## src/rtl/smt_commit_picker.sv

```systemverilog
module smt_commit_picker #(
  parameter int NUM_THR = 4,
  parameter int SEQ_W   = 16,
  parameter int SLOTS   = 2,
  localparam int IDXW   = (NUM_THR > 1) ? $clog2(NUM_THR) : 1
) (
  input  logic                     clk,
  input  logic                     rst_n,
  input  logic [1:0]               policy_sel,
  input  logic [SLOTS-1:0]         slot_req,
  input  logic [NUM_THR*3-1:0]     thr_status,
  input  logic [NUM_THR-1:0]       head_ready,
  input  logic [NUM_THR-1:0]       rob_empty,
  input  logic [NUM_THR*SEQ_W-1:0] head_seq,
  output logic [SLOTS-1:0]         slot_valid,
  output logic [SLOTS*IDXW-1:0]    slot_thread
);

  localparam logic [2:0] ST_IDLE  = 3'd0;
  localparam logic [2:0] ST_RUN   = 3'd1;
  localparam logic [2:0] ST_FTRAP = 3'd4;

  logic [NUM_THR-1:0] st_ok;

  always_comb begin
    for (int i = 0; i < NUM_THR; i++) begin
      st_ok[i] = (thr_status[i*3 +: 3] == ST_IDLE) ||
                 (thr_status[i*3 +: 3] == ST_RUN)  ||
                 (thr_status[i*3 +: 3] == ST_FTRAP);
    end
  end

  generate
    if (NUM_THR == 1) begin : g_single
      for (genvar s = 0; s < SLOTS; s++) begin : g_slot
        assign slot_valid[s]                = slot_req[s] & st_ok[0];
        assign slot_thread[s*IDXW +: IDXW]  = '0;
      end
    end else begin : g_multi
      logic [NUM_THR-1:0]      rr_elig, age_elig;
      logic                    use_age;
      logic                    age_hit;
      logic [IDXW-1:0]         age_tid;
      logic [SEQ_W-1:0]        age_seq;
      logic [IDXW-1:0]         ord_q [NUM_THR];
      logic [IDXW-1:0]         ord_c [SLOTS+1][NUM_THR];
      logic [SLOTS-1:0]        gnt_v;
      logic [IDXW-1:0]         gnt_t [SLOTS];
      logic [NUM_THR*IDXW-1:0] ord_flat;
      logic [NUM_THR-1:0]      ord_pres;

      assign rr_elig  = st_ok & head_ready;
      assign age_elig = rr_elig & ~rob_empty;
      assign use_age  = (policy_sel == 2'd1) || (policy_sel == 2'd2);

      always_comb begin
        age_hit = 1'b0;
        age_tid = '0;
        age_seq = '0;
        for (int i = 0; i < NUM_THR; i++) begin
          if (age_elig[i] && (!age_hit || head_seq[i*SEQ_W +: SEQ_W] < age_seq)) begin
            age_hit = 1'b1;
            age_tid = IDXW'(i);
            age_seq = head_seq[i*SEQ_W +: SEQ_W];
          end
        end
      end

      always_comb begin
        int  pos;
        logic hit;
        for (int p = 0; p < NUM_THR; p++) ord_c[0][p] = ord_q[p];
        for (int s = 0; s < SLOTS; s++) begin
          for (int p = 0; p < NUM_THR; p++) ord_c[s+1][p] = ord_c[s][p];
          gnt_v[s] = 1'b0;
          gnt_t[s] = '0;
          hit = 1'b0;
          pos = 0;
          for (int p = 0; p < NUM_THR; p++) begin
            if (!hit && rr_elig[ord_c[s][p]]) begin
              hit = 1'b1;
              pos = p;
            end
          end
          if (use_age) begin
            gnt_v[s] = slot_req[s] & age_hit;
            gnt_t[s] = age_tid;
          end else if (slot_req[s] && hit) begin
            gnt_v[s] = 1'b1;
            gnt_t[s] = ord_c[s][pos];
            for (int p = 0; p < NUM_THR-1; p++) begin
              if (p >= pos) ord_c[s+1][p] = ord_c[s][p+1];
            end
            ord_c[s+1][NUM_THR-1] = ord_c[s][pos];
          end
        end
      end

      always_ff @(posedge clk) begin
        for (int p = 0; p < NUM_THR; p++) begin
          if (!rst_n) ord_q[p] <= IDXW'(p);
          else        ord_q[p] <= ord_c[SLOTS][p];
        end
      end

      assign slot_valid = gnt_v;
      for (genvar s = 0; s < SLOTS; s++) begin : g_out
        assign slot_thread[s*IDXW +: IDXW] = gnt_t[s];
      end

      always_comb begin
        ord_pres = '0;
        for (int p = 0; p < NUM_THR; p++) begin
          ord_flat[p*IDXW +: IDXW] = ord_q[p];
          ord_pres[ord_q[p]] = 1'b1;
        end
      end

      assert_list_perm_R2: assert property (@(posedge clk) disable iff (!rst_n)
        $countones(ord_pres) == NUM_THR);

      assert_age_keeps_list_R11: assert property (@(posedge clk) disable iff (!rst_n)
        use_age |=> $stable(ord_flat));

      assert_no_grant_keeps_list_R8: assert property (@(posedge clk) disable iff (!rst_n)
        (slot_valid == '0) |=> $stable(ord_flat));

      for (genvar s = 0; s < SLOTS; s++) begin : g_chk
        assert_grant_eligible_R1: assert property (@(posedge clk) disable iff (!rst_n)
          slot_valid[s] |-> (st_ok[slot_thread[s*IDXW +: IDXW]] &&
                             head_ready[slot_thread[s*IDXW +: IDXW]]));
        assert_idle_slot_R10: assert property (@(posedge clk) disable iff (!rst_n)
          !slot_req[s] |-> !slot_valid[s]);
      end

      always_ff @(posedge clk) begin
        if (rst_n && use_age) begin
          for (int s = 0; s < SLOTS; s++) begin
            for (int j = 0; j < NUM_THR; j++) begin
              if (slot_valid[s] && age_elig[j])
                assert_oldest_wins_R4: assert (head_seq[slot_thread[s*IDXW +: IDXW]*SEQ_W +: SEQ_W]
                                               <= head_seq[j*SEQ_W +: SEQ_W]);
            end
          end
        end
      end
    end
  endgenerate

endmodule

```

## config.mk

```make
export PLATFORM = sky130hd
export DESIGN_NAME = smt_commit_picker
export DESIGN_NICKNAME = d
export VERILOG_FILES = /design/src/rtl/smt_commit_picker.sv
export SDC_FILE = /design/constraint.sdc
export NUM_CORES = 1
export LEC_CHECK = 0
export CORE_ASPECT_RATIO = 0.8
export CORE_UTILIZATION = 30
export DETAILED_ROUTE_END_ITERATION = 12
export SLEW_MARGIN = 5
export SYNTH_ARGS = -nofsm -noshare
export SYNTH_HDL_FRONTEND = slang
export SYNTH_SLANG_ARGS = --single-unit
```

## constraint.sdc

```tcl
create_clock -name clk -period 7.85 [get_ports clk]
set_input_delay 0.785 -clock clk [delete_from_list [all_inputs] [get_ports clk]]
set_output_delay 0.785 -clock clk [all_outputs]
set_load 0.01 [all_outputs]
```

==> results of run 1 <==
[Yosys cell counts (3+ instances only)]
cell type / instances / share of area
o21a_1: 3 / 0.0083
clkbuf_1: 12 / 0.017
a21oi_1: 30 / 0.056
or3_1: 3 / 0.0069
inv_1: 6 / 0.0083
nor2b_1: 3 / 0.0069
nor4_1: 3 / 0.0069
a21o_1: 17 / 0.047
mux2i_1: 8 / 0.030
a211o_1: 4 / 0.013
o211ai_1: 6 / 0.017
nand3_1: 9 / 0.017
a2111oi_0: 4 / 0.013
and2_1: 8 / 0.019
ha_1: 45 / 0.21
nand2b_1: 4 / 0.0093
mux4_2: 5 / 0.042
nand4_1: 10 / 0.023
a211oi_1: 7 / 0.019
o211a_1: 4 / 0.015
nand2_1: 55 / 0.076
dfxtp_1: 8 / 0.059
o21ai_0: 30 / 0.056
o22ai_1: 4 / 0.0093
nor2_1: 34 / 0.047
nor3_1: 3 / 0.0056
[routing by layer]
layer,global-route usage,up-vias,wire length [um]
li1,-,1769,-
met1,0.337,1635,5290
met2,0.356,124,4780
met3,0.0299,9,660
met4,0.0237,0,88
met5,0,-,0
[power by group through the flow]
stage / Sequential, W / Combinational, W / Clock (W)
after floorplan: 0.0000577 / 0.000216 / 0
after global placement: 0.0000674 / 0.000331 / 0
after detailed placement: 0.0000671 / 0.000336 / 0
after CTS: 0.0000663 / 0.000353 / 0.0000500
after global routing: 0.0000686 / 0.000416 / 0.0000516
final: 0.0000674 / 0.000381 / 0.0000487
[through the flow]
stage | worst slack, ns | power, W | std cells | TNS (ns) | hold WS [ns]
after floorplan | 0.0269 | 0.000274 | 373 | 0 | 0.712
after global placement | -0.903 | 0.000398 | 622 | -3.42 | 0.804
after detailed placement | -1.04 | 0.000403 | 622 | -3.91 | 0.816
after CTS | 0.00369 | 0.000469 | 639 | 0 | 0.823
after global routing | -0.315 | 0.000536 | 647 | -1.14 | 0.853
final | 0.0434 | 0.000497 | 647 | 0 | 0.845
[area by class of cell]
type | instances | area, sq um | share of cell area
sequential | 8 | 160 | 0.0332
multi-input combinational | 345 | 2890 | 0.599
timing repair buffer | 173 | 1570 | 0.325
tap | 112 | 140 | 0.0291
clock buffer | 3 | 41.3 | 0.00856
inverter | 6 | 25.0 | 0.00519
[cell families (layout without fill, tap and decap cells)]
| family | after synthesis | in the layout |
|---|---|---|
| xor gates and xnor gates | 2 | 2 |
| buffers and inverters | 20 | 182 |
| DFF | 8 | 8 |
| AOI/OAI and AO/OA | 138 | 138 |
| adders and majority gates | 45 | 45 |
| muxes | 14 | 14 |
| and+or+nand+nor | 146 | 146 |
[how the worst max path moves through the flow]
stage | end | slack [ns] | startpoint | depth (start not counted)
2_1_floorplan | slot_thread[1] | 0.03 | head_ready[0] | 40
3_3_place_gp | slot_thread[0] | -0.90 | head_ready[0] | 37
3_5_place_dp | slot_thread[0] | -1.04 | head_ready[0] | 38
4_1_cts | slot_thread[1] | 0.004 | head_ready[0] | 37
5_1_grt | slot_thread[1] | -0.31 | thr_status[1] | 40
6_report | slot_thread[1] | 0.04 | thr_status[1] | 39
[critical path: cells and delay by family]
kind,cells,cell delay [ns]
buf+inv,4,0.52
simple gates,11,1.83
compound gates,21,3.14
fa+ha+maj,3,0.75
[repair_timing]
action                     CTS  global route
setup buffers               14             7
setup endpoints to repair    4             4
hold buffers                 0             0
resized for setup           64            61
pin swaps                   42            48
gates cloned                 0             1
==> metrics.yaml, run 1 <==
status:
  run_status: "completed"
timing:
  finalHoldViolations: 0
  fin_skew_ns: 0.00309
  slew_headroom: 0.538
  rsz0062_at_grt: "yes"
  period_needed_ns: 7.81
  finalCritPeriodShare: 0.994
  fmax_mhz: 128
  setup_viol: 0
  tightest_slew_ns: 0.688
  slew_viol_final: 0
floorplan:
  die_h_um: 86.9
  floorplan.initialDensity: 0.315
  dieWidth_um: 108
  ios: 96
  die_area_sq_um: 9400
  core_sq_um: 8600
  num_rows: 30
global_route:
  grt_pass1_wl_um: 16800
  grt_overflow: 0
  grt_pass1_vias: 3481
  track_usage: 0.226
  antenna_found_initial: 0
  grt_start_max_net_pins: 14
cells_and_area:
  fill_cells: 791
  final_cell_mix: "clkdlybuf4s50_1 (86), buf_4 (70), nand2_1 (41), ha_1 (32), nor2_1 (29)"
  final_common_cell: "clkdlybuf4s50_1"
  largest_reg_flops: 8
  drive_gt1_frac: 0.321
  fin_area_sq_um: 4820
  fin_util: 0.561
  fin_nets: 672
  top_regs: "g_multi.ord_q (8)"
  syn_to_final_growth_pct: 78.3
  regMostFlops: "g_multi.ord_q"
  antenna_cells: 0
placement:
  post_dp_cell_area_sq_um: 4180
  numPortBuffers: 95
  post-dp-hpwl_um: 8600
  place.gp.congestion: 0.901
route:
  drt_first_pass_iters: 5
  wirelength_um: 10800
  wire_per_inst_um: 16.7
  postRouteAntennaNets: 0
  drt-initial-drc-count: 216
  vias: 3537
  remaining_drc_errors: 0
  vias_per_cell: 5.47
power_and_ir_drop:
  p_leak_nw: 2.04
  power_density_nw_per_um2: 103
  ir_drop_mv: 0.0546
  p_sw_w: 0.000222
  p_int_w: 0.000275
  clock_power_share: 0.098
  pwr-share-comb: 0.766
  p_sw_frac: 0.446
  p_seq_frac: 0.136
logic_synthesis:
  synth_compound_area_frac: 0.354
  postSynthCellCount: 373
  synth-main-ff-cell: "dfxtp_1"
  synthAdderAreaFrac: 0.208
  postSynthAreaPerCell_sq_um: 7.25
  synth_top_family_by_area: "compound AO/OA/AOI/OAI gates"
  yosys.cell_types.count: 66
  ys_ff_latch: 8
  synthMuxAreaShare: 0.0754
  yosys_warnings: 0
  syn-cell-area_sq_um: 2700
  yosys.area_share.xor_xnor: 0.00648
  async_flop_share: 0
  synth_fp_nets: 508
  synth_simple_gate_area_share: 0.266
  seq_area_frac_synth: 0.0592
  synth-edff-count: 0
worst_setup_path:
  rr_startpoint: "g_multi.ord_q[0][0]"
  worstPathArrival_ns: 7.02
  cp-end-kind: "primary output"
  startpoint_type: "primary input"
  cp_slowest_cell: "or4_4"
  r2r-end: "g_multi.ord_q[3][1]"
  slowest_delay_ns: 0.54
  worst-r2r-setup-slack_ns: 4.26
  crit_type: "in2out"
  crit_top_cell: "a21o_1"
  cp.required_ns: 7.07
  rr_worst_depth: 8
  path_max_fanout: 6
hold_path:
  whs_path_depth: 2
  hold_start: "g_multi.ord_q[1][1]"
  hold_end: "g_multi.ord_q[1][1]"
  worst_hold_path_type: "reg2reg"
clock_tree:
  clkTransAtPathRegs_ns: 0.04
  cts_buffers: 3
  cts_buffer_depth: 2
  cts_root_buffer: "clkbuf_8"
  cts_num_sinks: 8
  clk_latency_ns: 0.23
  htree_levels: 1
  cts_tree: "yes"
job:
  maxCapViolCount: 0
(Power assumes the default switching activity.)
==> run 2, diff against run 1 <==
- PLACE_DENSITY_LB_ADDON: unset -> 0.1
==> metrics.yaml, run 2 (synthesized netlist as in run 1, its figures left out) <==
status:
  run_status: "completed"
timing:
  worst_slack_ns: 0.0567
  fmax_mhz: 128
  finalHoldViolations: 0
  slew_headroom: 0.548
  finalCritPeriodShare: 0.993
  setup_viol: 0
  slew_viol_final: 0
  whs_ns: 0.869
  period_needed_ns: 7.79
  rsz0062_at_grt: "yes"
  tightest_slew_ns: 0.674
  setup_tns_ns: 0
  fin_skew_ns: 0.00387
cells_and_area:
  fill_cells: 809
  fin_util: 0.573
  regMostFlops: "g_multi.ord_q"
  fin_nets: 683
  final_cell_mix: "clkdlybuf4s50_1 (86), buf_4 (80), nand2_1 (46), nor2_1 (30), ha_1 (30)"
  fin_area_sq_um: 4930
  top_regs: "g_multi.ord_q (8)"
  syn_to_final_growth_pct: 82.2
  multi_input_area_sq_um: 2920
  seq_area_sq_um: 160
  drive_gt1_frac: 0.342
  final_common_cell: "clkdlybuf4s50_1"
  largest_reg_flops: 8
  antenna_cells: 0
worst_setup_path:
  cp.required_ns: 7.07
  worst-r2r-setup-slack_ns: 4.23
  slowest_delay_ns: 0.52
  worstPathArrival_ns: 7.01
  rr_worst_depth: 8
  crit_type: "in2out"
  cp-end-kind: "primary output"
  path_max_fanout: 11
  startpoint_type: "primary input"
  crit_top_cell: "a21o_1"
  cp_slowest_cell: "or4_4"
global_route:
  antenna_found_initial: 0
  grt_start_max_net_pins: 12
  grt_pass1_wl_um: 17000
  grt_pass1_vias: 3417
  grt_overflow: 0
  track_usage: 0.232
route:
  wl_met3_um: 856
  wl_met2_um: 4720
  remaining_drc_errors: 0
  postRouteAntennaNets: 0
  vias: 3670
  drt_first_pass_iters: 6
  vias_per_cell: 5.58
  drt-met1-wl_um: 5390
  drt-initial-drc-count: 222
  wirelength_um: 11100
  wire_per_inst_um: 16.9
  top_layer: "met4"
clock_tree:
  cts_num_sinks: 8
  cts_buffer_depth: 2
  clk_latency_ns: 0.23
  cts_tree: "yes"
  clkTransAtPathRegs_ns: 0.04
  htree_levels: 1
  cts_buffers: 3
  cts_root_buffer: "clkbuf_8"
floorplan:
  core_sq_um: 8600
  dieWidth_um: 108
  ios: 96
  die_h_um: 86.9
  floorplan.initialDensity: 0.315
  die_area_sq_um: 9400
  num_rows: 30
power_and_ir_drop:
  p_int_w: 0.000276
  p_seq_frac: 0.137
  p_sw_w: 0.000227
  p_leak_nw: 2.06
  power_density_nw_per_um2: 102
  pwr-share-comb: 0.763
  p_sw_frac: 0.451
  ir_drop_mv: 0.0600
  clock_power_share: 0.099
placement:
  numPortBuffers: 95
  post-dp-hpwl_um: 8430
  place.gp.congestion: 0.914
  dp_slack_ns: -1.19
  post_dp_cell_area_sq_um: 4220
hold_path:
  worst_hold_path_type: "reg2reg"
  whs_path_depth: 3
job:
  maxCapViolCount: 0
==> run 2: changes by cell type in the layout (fill, tap and decap cells not counted), sizes merged <==
cell and change:
clkbuf -1, buf +12
==> run 2: cell type report <==
class / count / share of cell area
multi-input cells: 345 / 0.593
repair buffers: 184 / 0.334
flip-flops and latches: 8 / 0.0325
well taps: 112 / 0.0284
clock buffers: 3 / 0.00838
inverters: 6 / 0.00457
==> run 2: final timing paths <==
kind                             from                   to
setup / recovery        thr_status[1]       slot_thread[1]
hold / removal    g_multi.ord_q[3][0]  g_multi.ord_q[2][0]
setup reg to reg  g_multi.ord_q[0][0]  g_multi.ord_q[3][1]
hold reg to reg   g_multi.ord_q[3][0]  g_multi.ord_q[2][0]
==> run 2: power groups by stage <==
| stage | Combinational, W | Sequential [W] | Clock [W] |
|---|---|---|---|
| finish | 0.000384 | 0.0000692 | 0.0000499 |
| global route | 0.000418 | 0.0000702 | 0.0000538 |
| CTS | 0.000359 | 0.0000678 | 0.0000517 |
| detailed placement | 0.000336 | 0.0000685 | 0 |
| global placement | 0.000334 | 0.0000688 | 0 |
| floorplan | 0.000216 | 0.0000577 | 0 |
==> run 2: worst max-delay path: cells and delay by family <==
kind / cells / cell delay (ns)
fa+ha+maj: 3 / 0.80
buf+inv: 8 / 1.05
compound gates: 16 / 2.24
simple gates: 12 / 2.09
==> run 2: per-stage QoR <==
step | std cells | total power (W)
2_1_floorplan | 373 | 0.000274
3_3_place_gp | 627 | 0.000403
3_5_place_dp | 627 | 0.000405
4_1_cts | 651 | 0.000478
5_1_grt | 658 | 0.000542
6_report | 658 | 0.000504
==> run 2: per-layer routing <==
layer	global-route usage	vias up
met5	0	-
met4	0.0560	0
met3	0.0187	19
met2	0.351	166
met1	0.349	1698
li1	-	1787
==> run 2: timing repair <==
action,CTS,global route
gates cloned,1,0
pin swaps,41,34
setup endpoints to repair,4,4
hold buffers,0,0
buffers inserted,21,8
resized for setup,86,41
endpoints found under the hold margin,0,0
==> run 3, diff against run 2 <==
- CORE_ASPECT_RATIO: 0.8 -> unset
==> metrics.yaml, run 3 (synthesized netlist as in run 1, its figures left out) <==
placement:
  place.gp.congestion: 0.859
  post-dp-hpwl_um: 8250
  dp_slack_ns: -1.38
  numPortBuffers: 95
route:
  drt-initial-drc-count: 105
  postRouteAntennaNets: 0
  drt_first_pass_iters: 4
  vias: 3431
  wire_per_inst_um: 15.8
  remaining_drc_errors: 0
  vias_per_cell: 5.40
  wirelength_um: 10000
hold_path:
  worst_hold_path_type: "reg2reg"
  hold_end: "g_multi.ord_q[1][1]"
  whs_path_depth: 4
  hold_start: "g_multi.ord_q[3][1]"
worst_setup_path:
  crit_family: "compound AO/OA/AOI/OAI gates"
  crit_type: "in2out"
  crit_top_cell: "a21o_1"
  critPathBufInv: 5
  rr_startpoint: "g_multi.ord_q[0][0]"
  cp.required_ns: 7.07
  cp-end-kind: "primary output"
  worstPathArrival_ns: 7.07
  path_max_fanout: 6
  startpoint_type: "primary input"
  r2r-end: "g_multi.ord_q[3][1]"
  rr_worst_depth: 8
  slowest_delay_ns: 0.53
  worst-r2r-setup-slack_ns: 4.34
  cp_slowest_cell: "or4_1"
power_and_ir_drop:
  p_sw_w: 0.000213
  p_seq_frac: 0.140
  power_density_nw_per_um2: 102
  clock_power_share: 0.099
  ir_drop_mv: 0.132
  pwr-share-comb: 0.761
  p_leak_nw: 1.98
  p_sw_frac: 0.439
  p_int_w: 0.000272
status:
  run_status: "finished, violations left"
  violations: "setup timing"
global_route:
  track_usage: 0.214
  grt_pass1_vias: 3532
  grt_pass1_wl_um: 16800
  grt_overflow: 0
  antenna_found_initial: 0
  grt_start_max_net_pins: 18
cells_and_area:
  top_regs: "g_multi.ord_q (8)"
  drive_gt1_frac: 0.304
  fin_util: 0.543
  final_cell_mix: "clkdlybuf4s50_1 (85), buf_4 (61), nand2_1 (39), ha_1 (34), nor2_1 (30)"
  fin_nets: 664
  antenna_cells: 0
  syn_to_final_growth_pct: 75.1
  final_common_cell: "clkdlybuf4s50_1"
  regMostFlops: "g_multi.ord_q"
  largest_reg_flops: 8
floorplan:
  die_area_sq_um: 9400
  floorplan.initialDensity: 0.310
  num_rows: 34
  die_h_um: 96.9
  dieWidth_um: 96.9
  ios: 96
  core_sq_um: 8720
timing:
  slew_viol_final: 0
  period_needed_ns: 7.85
  slew_headroom: 0.532
  worst_slack_ns: -0.00415
  fin_skew_ns: 0.000504
  tightest_slew_ns: 0.697
  finalHoldViolations: 0
  fmax_mhz: 127
  rsz0062_at_grt: "yes"
  finalCritPeriodShare: 1.00
  setup_viol: 1
job:
  maxCapViolCount: 0
clock_tree:
  cts_buffer_depth: 2
  clk_latency_ns: 0.22
  cts_root_buffer: "clkbuf_8"
  cts_buffers: 3
  clkTransAtPathRegs_ns: 0.04
  cts_num_sinks: 8
  cts_tree: "yes"
  htree_levels: 1
==> run 3: worst reg2reg max path: stages, from the launching register on <==
cell and delay [ns]:
dfxtp_1 0.51, mux4_2 0.68, o31ai_2 0.52, mux2_2 0.41, a211oi_1 0.38, o22ai_2 0.21
o21a_1 0.28, a22oi_2 0.27, nand3_1 0.11
==> run 3: worst max path at each step <==
| stage | startpoint | endpoint | slack, ns | cells after the start |
|---|---|---|---|---|
| finish | thr_status[1] | slot_thread[1] | -0.004 | 39 |
| global route | thr_status[1] | slot_thread[1] | -0.31 | 39 |
| CTS | thr_status[1] | slot_thread[1] | -0.01 | 38 |
| detailed placement | head_ready[0] | slot_thread[0] | -1.38 | 37 |
| global placement | head_ready[0] | slot_thread[0] | -1.29 | 37 |
| floorplan | head_ready[0] | slot_thread[1] | 0.03 | 40 |
==> run 3: what timing repair did <==
item                       4_1_cts  5_1_grt
buffers inserted                11        5
gates resized for setup         81       41
hold buffers                     0        0
pin swaps                       41       22
cloned                           1        0
setup endpoints to repair        4        4
==> run 3: power by group through the flow <==
stage | Clock, W | Sequential (W) | Combinational (W)
finish | 0.0000478 | 0.0000680 | 0.000369
global route | 0.0000523 | 0.0000707 | 0.000405
CTS | 0.0000493 | 0.0000682 | 0.000357
global placement | 0 | 0.0000684 | 0.000334
detailed placement | 0 | 0.0000687 | 0.000337
floorplan | 0 | 0.0000577 | 0.000216
==> run 3: per-layer routing <==
layer  wire, um  track usage
met1       4440        0.257
met2       5020        0.397
met3        421       0.0368
met4        136       0.0390
met5          0            0
==> run 3: final cells by class <==
cell class,count,area (sq um)
fill,822,3990
tap,108,135
inverter,6,27.5
timing repair buffer,165,1520
sequential,8,160
multi-input combinational,345,2850
clock buffer,3,41.3
==> run 3: per-stage QoR <==
stage	power, W	cells	setup TNS (ns)	hold slack (ns)	area, sq um
2_1_floorplan	0.000274	373	0	0.712	2750
3_3_place_gp	0.000402	617	-5.06	0.820	4180
3_5_place_dp	0.000406	617	-5.39	0.843	4180
4_1_cts	0.000474	632	-0.0106	0.853	4520
5_1_grt	0.000528	635	-1.12	0.927	4730
6_report	0.000485	635	-0.00415	0.848	4730
